File: src/rtl/rmw_pkg.sv
package rmw_pkg;

    typedef enum logic [1:0] {
        OP_SET  = 2'd0,
        OP_CLR  = 2'd1,
        OP_REPL = 2'd2,
        OP_KEEP = 2'd3
    } rmw_op_e;

    typedef enum logic [1:0] {
        ST_IDLE  = 2'd0,
        ST_READ  = 2'd1,
        ST_GAP   = 2'd2,
        ST_WRITE = 2'd3
    } rmw_state_e;

endpackage

File: src/rtl/rmw_lane_mask.sv
module rmw_lane_mask #(
    parameter int DW = 32,
    parameter int SW = DW / 8
) (
    input  logic [SW-1:0] sel,
    output logic [DW-1:0] mask
);
    localparam int LANE = DW / SW;

    for (genvar i = 0; i < SW; i++) begin : g_lane
        assign mask[i*LANE +: LANE] = {LANE{sel[i]}};
    end
endmodule

File: src/rtl/rmw_modify.sv
module rmw_modify
    import rmw_pkg::*;
#(
    parameter int DW = 32
) (
    input  rmw_op_e       op,
    input  logic [DW-1:0] old_val,
    input  logic [DW-1:0] operand,
    input  logic [DW-1:0] mask,
    output logic [DW-1:0] new_val
);
    always_comb begin
        unique case (op)
            OP_SET:  new_val = old_val | operand;
            OP_CLR:  new_val = old_val & ~operand;
            OP_REPL: new_val = (old_val & ~mask) | (operand & mask);
            OP_KEEP: new_val = old_val;
        endcase
    end
endmodule

File: src/rtl/rmw_ctrl.sv
module rmw_ctrl
    import rmw_pkg::*;
(
    input  logic       clk,
    input  logic       rst_n,
    input  logic       req_valid,
    input  logic       bus_ack,
    output rmw_state_e state,
    output logic       accept,
    output logic       read_ack,
    output logic       write_ack,
    output logic       cyc,
    output logic       stb,
    output logic       we
);
    rmw_state_e state_q, state_d;

    always_comb begin
        state_d = state_q;
        unique case (state_q)
            ST_IDLE:  if (req_valid) state_d = ST_READ;
            ST_READ:  if (bus_ack)   state_d = ST_GAP;
            ST_GAP:   if (!bus_ack)  state_d = ST_WRITE;
            ST_WRITE: if (bus_ack)   state_d = ST_IDLE;
        endcase
    end

    always_ff @(posedge clk) begin
        if (!rst_n) state_q <= ST_IDLE;
        else        state_q <= state_d;
    end

    always_comb begin
        cyc       = 1'b0;
        stb       = 1'b0;
        we        = 1'b0;
        accept    = 1'b0;
        read_ack  = 1'b0;
        write_ack = 1'b0;
        unique case (state_q)
            ST_IDLE:  accept = req_valid;
            ST_READ: begin
                cyc      = 1'b1;
                stb      = 1'b1;
                read_ack = bus_ack;
            end
            ST_GAP:   cyc = 1'b1;
            ST_WRITE: begin
                cyc       = 1'b1;
                stb       = 1'b1;
                we        = 1'b1;
                write_ack = bus_ack;
            end
        endcase
    end

    assign state = state_q;
endmodule

File: src/rtl/rmw_master.sv
module rmw_master
    import rmw_pkg::*;
#(
    parameter int AW = 8,
    parameter int DW = 32,
    parameter int SW = DW / 8
) (
    input  logic          clk,
    input  logic          rst_n,
    input  logic          req_valid,
    input  logic [AW-1:0] req_addr,
    input  logic [SW-1:0] req_rd_sel,
    input  logic [SW-1:0] req_wr_sel,
    input  logic [1:0]    req_op,
    input  logic [DW-1:0] req_operand,
    input  logic [DW-1:0] req_mask,
    output logic          busy,
    output logic          done,
    output logic [DW-1:0] old_data,
    output logic [DW-1:0] new_data,
    output logic          bus_cyc,
    output logic          bus_stb,
    output logic          bus_we,
    output logic [AW-1:0] bus_adr,
    output logic [SW-1:0] bus_sel,
    output logic [DW-1:0] bus_dat_w,
    input  logic [DW-1:0] bus_dat_r,
    input  logic          bus_ack
);
    rmw_state_e    state;
    logic          accept, read_ack, write_ack;
    logic [AW-1:0] addr_q;
    logic [SW-1:0] rd_sel_q, wr_sel_q;
    rmw_op_e       op_q;
    logic [DW-1:0] operand_q, mask_q;
    logic [DW-1:0] rd_mask, captured, modified;
    logic [DW-1:0] old_q, new_q;
    logic          done_q;

    rmw_ctrl u_ctrl (
        .clk       (clk),
        .rst_n     (rst_n),
        .req_valid (req_valid),
        .bus_ack   (bus_ack),
        .state     (state),
        .accept    (accept),
        .read_ack  (read_ack),
        .write_ack (write_ack),
        .cyc       (bus_cyc),
        .stb       (bus_stb),
        .we        (bus_we)
    );

    rmw_lane_mask #(.DW(DW), .SW(SW)) u_rd_mask (
        .sel  (rd_sel_q),
        .mask (rd_mask)
    );

    assign captured = bus_dat_r & rd_mask;

    rmw_modify #(.DW(DW)) u_modify (
        .op      (op_q),
        .old_val (captured),
        .operand (operand_q),
        .mask    (mask_q),
        .new_val (modified)
    );

    always_ff @(posedge clk) begin
        if (!rst_n) begin
            addr_q    <= '0;
            rd_sel_q  <= '0;
            wr_sel_q  <= '0;
            op_q      <= OP_KEEP;
            operand_q <= '0;
            mask_q    <= '0;
        end else if (accept) begin
            addr_q    <= req_addr;
            rd_sel_q  <= req_rd_sel;
            wr_sel_q  <= req_wr_sel;
            op_q      <= rmw_op_e'(req_op);
            operand_q <= req_operand;
            mask_q    <= req_mask;
        end
    end

    always_ff @(posedge clk) begin
        if (!rst_n) begin
            old_q <= '0;
            new_q <= '0;
        end else if (read_ack) begin
            old_q <= captured;
            new_q <= modified;
        end
    end

    always_ff @(posedge clk) begin
        if (!rst_n) done_q <= 1'b0;
        else        done_q <= write_ack;
    end

    always_comb begin
        bus_sel   = '0;
        bus_dat_w = '0;
        unique case (state)
            ST_IDLE:  bus_sel = '0;
            ST_READ:  bus_sel = rd_sel_q;
            ST_GAP:   bus_sel = '0;
            ST_WRITE: begin
                bus_sel   = wr_sel_q;
                bus_dat_w = new_q;
            end
        endcase
    end

    assign bus_adr  = addr_q;
    assign busy     = (state != ST_IDLE);
    assign done     = done_q;
    assign old_data = old_q;
    assign new_data = new_q;
endmodule

File: config.mk
export PLATFORM = sky130hd
export DESIGN_NAME = rmw_master
export DESIGN_NICKNAME = d
export VERILOG_FILES = /design/src/rtl/rmw_pkg.sv /design/src/rtl/rmw_lane_mask.sv /design/src/rtl/rmw_modify.sv /design/src/rtl/rmw_ctrl.sv /design/src/rtl/rmw_master.sv
export SDC_FILE = /design/constraint.sdc
export NUM_CORES = 1
export LEC_CHECK = 0
export BUFFER_PORTS_ARGS = -buffer_cell sky130_fd_sc_hd__buf_4
export CORE_UTILIZATION = 40
export CTS_CLUSTER_SIZE = 20
export DETAILED_ROUTE_END_ITERATION = 12
export PLACE_DENSITY = 0.66
export SLEW_MARGIN = 40
export SYNTH_ARGS = -nofsm -noshare
export SYNTH_HDL_FRONTEND = slang
export SYNTH_SLANG_ARGS = --single-unit
File: constraint.sdc
create_clock -name clk -period 2 [get_ports clk]
set_clock_uncertainty 0.2 [all_clocks]
set_input_delay 0.3 -clock clk [delete_from_list [all_inputs] [get_ports clk]]
set_output_delay 0.3 -clock clk [all_outputs]
set_load 0.01 [all_outputs]
# Yosys cells after proc, flatten, opt, wreduce, memory -nomap -nowiden
# Index checks and enable logic that the tools add are counted.
# W data, S select, Z words.
dict set report word_totals {
  ff_bits 149
  in_bits 118
  output_inout_bits 113
  wordCells 49
}
dict set report classes {
  eq_ne 10
  n_mux 13
  n_bitwise 8
  reduce_logical 8
}
# cell n
set op_table {}
lappend op_table {{$and A32 B32 Y32} 4}
lappend op_table {{$pmux W32 S4} 1}
lappend op_table {{$not A32 Y32} 2}
lappend op_table {{$or A32 B32 Y32} 2}
lappend op_table {{$mux W32} 1}
lappend op_table {{$pmux W4 S3} 1}
lappend op_table {{$eq A2 B2 Y1 const B} 4}
lappend op_table {{$mux W2} 4}
lappend op_table {{$ne A2 B2 Y1 const B} 4}
lappend op_table {{$pmux W2 S4} 1}
lappend op_table {{$mux W1} 5}
lappend op_table {{$eq A2 B1 Y1 const B} 2}
lappend op_table {{$logic_not A2 Y1} 2}
lappend op_table {{$reduce_and A4 Y1} 1}
lappend op_table {{$reduce_or A2 Y1} 2}
lappend op_table {{$reduce_or A3 Y1} 1}
lappend op_table {{$reduce_and A2 Y1} 1}
lappend op_table {{$reduce_bool A2 Y1} 1}

# Depth between registers and ports, before layout
dict set report depth {
  ltp_word 4
  ltp_mapped 7
  mapped_depth_nobuf 6
}

# Hierarchy
# A second synthesis with hierarchy kept.
dict set report unflattened {
  hier_cells 817
  hier_area_um2 7801.2
}
# mod instances cells_each area_per_inst_um2
set by_module_without_submodules {}
lappend by_module_without_submodules {rmw_master 1 557 6127.1}
lappend by_module_without_submodules {rmw_modify 1 206 1247.4}
lappend by_module_without_submodules {rmw_lane_mask 1 32 240.2}
lappend by_module_without_submodules {rmw_ctrl 1 22 186.4}

# Least setup slack after synthesis
# No wires, ideal clock.
dict set report synth_path {
  path_kind {register -> output}
  from {reg u_ctrl.state_q[0], in the netlist u_ctrl.state[0]}
  to {out bus_dat_w[10]}
  arrival_time_ps 1257
  required_ps 1500
  path_slack_ps 243
  path_stages_with_launch 5
  cell_sequence {dfxtp_1 > ha_1 > clkbuf_1 > clkbuf_1 > and2_1}
}
dict set report synth_via {
  elab_chain_len 2
}
# element line
set synth_rtl {}
lappend synth_rtl {{start, declared} rmw_ctrl.sv:16} ;# rmw_state_e state_q, state_d;
lappend synth_rtl {{start signal, assigned} rmw_ctrl.sv:30} ;# else state_q <= state_d;
lappend synth_rtl {{$eq A2 B2 Y1} rmw_master.sv:105} ;# unique case (state)
lappend synth_rtl {{$mux W32} rmw_master.sv:105}
lappend synth_rtl {{end, declared} rmw_master.sv:26} ;# output logic [DW-1:0] bus_dat_w,
# No other way between the ends.

# Worst setup path after layout
dict set report layout_path {
  from {reg u_ctrl.state_q[1], in the netlist u_ctrl.state[1]}
  to {out bus_stb}
}
dict set report layout_via {
  elab_chain_len 3
}
# element line
set layout_rtl {}
lappend layout_rtl {{$eq A2 B1 Y1 / $eq A2 B2 Y1 (equally long branches)} rmw_ctrl.sv:40} ;# unique case (state_q)
lappend layout_rtl {{$reduce_or A2 Y1 (no line) (*)} -}
lappend layout_rtl {{$mux W1 (*)} rmw_ctrl.sv:40}
lappend layout_rtl {{end, declared} rmw_master.sv:22} ;# output logic bus_stb,
# Mark *: on every way between the ends. The rest lies on a longest branch, timed or not.

==> run_results.csv <==
group,metric,value,unit
outcome,status,"finished clean",
routing,wirelength,22100,µm
logic_synthesis,synthesis.area,6780,µm²
routing,vias,7214,
floorplanning,core_area,16600,µm²
critical_path,rr_startpoint,"u_ctrl.state[1]",
cts,clockBufferDepth,2,
cells_and_area,final_cell_mix,"buf_4, nand2_1, dfxtp_1, a21oi_1, dlygate4sd3_1",
logic_synthesis,synth_cells,897,
cells_and_area,instances_no_fill,1427,
timing,hold_viol,0,
critical_path,worstSetupEndpointType,"primary output",
floorplanning,dieArea,17500,µm²
critical_path,path_max_fanout,5,
floorplanning,io_pins,231,
hold_path,hp-class,"in -> reg",
floorplanning,start_util,40.9,%
timing,rsz0062_at_grt,"yes",
place,dp_hpwl,14900,µm
logic_synthesis,ys_types,34,
routing,drcViolationCount,0,
routing,ant_nets,0,
floorplanning,num_rows,47,
flow_run,cap_violations,0,
global_routing,antenna_found_initial,0,
critical_path,r2r-end,"new_data[16]",
cells_and_area,post-route-util,62.2,%
cells_and_area,fillers,1492,
cells_and_area,fin_nets,1319,
floorplanning,die_width,132,µm
cts,cts_tree,"built",
global_routing,grt_max_degree,41,
critical_path,ff2ff_path_depth,7,
logic_synthesis,ys_seq_area_share,44.0,%
timing,fmax,503,MHz
timing,tightest_slew,517,ps
routing,avgViaCountPerCell,5.06,
critical_path,required,1500,ps
cells_and_area,syn_to_final_growth,52.0,%
place,dp.cells,1308,
timing,drv_slew,0,
power,p_per_area,1010,nW/µm²
global_routing,grt_pass1_vias,6910,
timing,fin_setup_tns,0,ps
cts,clock-root-buffer,"clkbuf_16",
critical_path,critPathKind,"reg -> out",
routing,wl_per_cell,15.5,µm
critical_path,reg2reg_slack,80,ps
logic_synthesis,synth_fp_nets,1021,
logic_synthesis,synth-seq-cells,149,
cells_and_area,layout_commonest_cell,"buf_4",
logic_synthesis,yosys_warnings,0,
timing,min_period,1990,ps
critical_path,crit_path_start_kind,"flip-flop",
critical_path,arrival,1490,ps
routing,dr.pass1.iters,5,
cts,cts_sinks,149,
cells_and_area,n_antenna_cell,0,
cts,cts.clk_slew.worst_paths,60,ps
power,leakagePower,4.48,nW
floorplanning,die_h,132,µm
place,port-buffer-count,230,
critical_path,crit_end,"bus_stb",
power,worst_ir_drop_vdd,0.715,mV
global_routing,grt_first_pass_wirelength,35200,µm
routing,drtIter0Drc,413,
global_routing,overflow,0,
place,place_congestion,0.815,
cts,clkLatencyLatePin,420,ps
timing,relSlewSlack,65.5,%
timing,finalCritPeriodShare,99.4,%
global_routing,grtUsageTotal,25.3,%
critical_path,crit_path_start,"u_ctrl.state[1]",
cts,numCtsBuffers,17,
timing,finalSetupViolations,0,
cts,htree_levels,4,
cells_and_area,drive_above_1_share,25.8,%
logic_synthesis,avgSynthCellArea,7.56,µm²
-- registers in the layout, indices dropped and copies added (netlist names) --
signal and cells:
op_q 2, new_data 32, bus_adr 8, operand_q 32
old_data 32, mask_q 32, wr_sel_q 4, rd_sel_q 4
done 1, u_ctrl.state 2
-- stage by stage --
step	instance area [µm²]	setup WS [ps]	total power [mW]	hold WS (ps)
after floorplan	6780	243	5.63	236
after global placement	8780	211	6.86	252
after detailed placement	8780	166	6.91	258
after CTS	10200	6.51	10.3	39.9
after global routing	10300	-39.0	11.0	56.5
final	10300	11.0	10.4	53.3
-- cells in the mapped netlist --
master | n | area [µm²]
o21ai_0 | 41 | 205
mux2i_1 | 1 | 10.0
nand3_1 | 20 | 100
a21boi_0 | 45 | 338
a221o_1 | 1 | 10.0
nand2b_1 | 11 | 68.8
nand4b_1 | 7 | 61.3
ha_1 | 6 | 75.1
o21ai_1 | 10 | 50.1
o221ai_1 | 1 | 8.76
buf_1 | 1 | 3.75
o221a_1 | 4 | 45.0
clkbuf_1 | 35 | 131
and3_1 | 1 | 6.26
nor2b_1 | 22 | 138
nand3b_1 | 20 | 150
nand2_2 | 1 | 6.26
nor2_1 | 64 | 240
buf_2 | 27 | 135
a21o_1 | 4 | 30.0
a31oi_1 | 12 | 75.1
and2_1 | 35 | 219
or2_1 | 1 | 6.26
inv_1 | 14 | 52.6
o2111ai_1 | 20 | 175
nor3_1 | 1 | 5.00
inv_2 | 1 | 3.75
clkbuf_2 | 1 | 5.00
nand2_1 | 225 | 845
o211ai_1 | 3 | 22.5
dfxtp_1 | 149 | 2980
a211oi_1 | 1 | 7.51
a21oi_1 | 108 | 541
buf_4 | 4 | 30.0
-- worst max-delay path: stages, from the launching register on --
cell and delay (ps):
dfxtp_4 360, ha_4 190, buf_6 130, buf_4 130, nor2_4 80, inv_1 50, buf_4 130
-- per-layer routing --
metal / track usage (%) / wire, µm / vias to the layer above
met1: 31.4 / 9740 / 3343
met4: 7.73 / 356 / 0
met5: 0 / 0 / -
li1: - / - / 3622
met3: 6.46 / 1240 / 26
met2: 43.1 / 10700 / 223
-- layout make-up --
| cell class | count | area (µm²) | share of cell area, % |
|---|---|---|---|
| clock buffers | 19 | 443 | 4.30 |
| clock inverters | 12 | 156 | 1.52 |
| inverters | 15 | 56.3 | 0.546 |
| multi-input cells | 665 | 3490 | 33.9 |
| flip-flops and latches | 149 | 3000 | 29.1 |
| well taps | 220 | 275 | 2.67 |
| repair buffers | 347 | 2890 | 28.0 |
-- kinds of logic after synthesis --
logic type	synth area share (%)
AOI/OAI and AO/OA	22.2
adders and majority gates	1.11
buffers and inverters	5.33
DFF	44.0
muxes	0.148
and+or+nand+nor	27.2
-- worst min-delay path by stage --
stage	end	cells after the start	startpoint	slack (ps)
floorplan	mask_q[10]	2	req_mask[10]	240
global placement	bus_adr[3]	2	bus_adr[3]	250
detailed placement	wr_sel_q[2]	2	wr_sel_q[2]	260
CTS	new_data[3]	2	rst_n	40
global route	new_data[3]	2	rst_n	60
finish	new_data[3]	2	rst_n	50
-- repair_timing --
item | in CTS | in global routing
endpoints found under the setup margin | 34 | 33
hold buffers | 83 | 0
hold endpoints to repair | 83 | 0
buffers inserted | 0 | 5
pin swaps | 0 | 1
gates resized for setup | 8 | 16
-- report_power, final --
group / switching, mW / internal [mW] / leakage (nW)
Combinational: 1.95 / 1.43 / 2.98
Clock: 1.28 / 1.99 / 0.281
Sequential: 0.343 / 3.41 / 1.22
Total: 3.57 / 6.83 / 4.48
(Power assumes the default switching activity.)
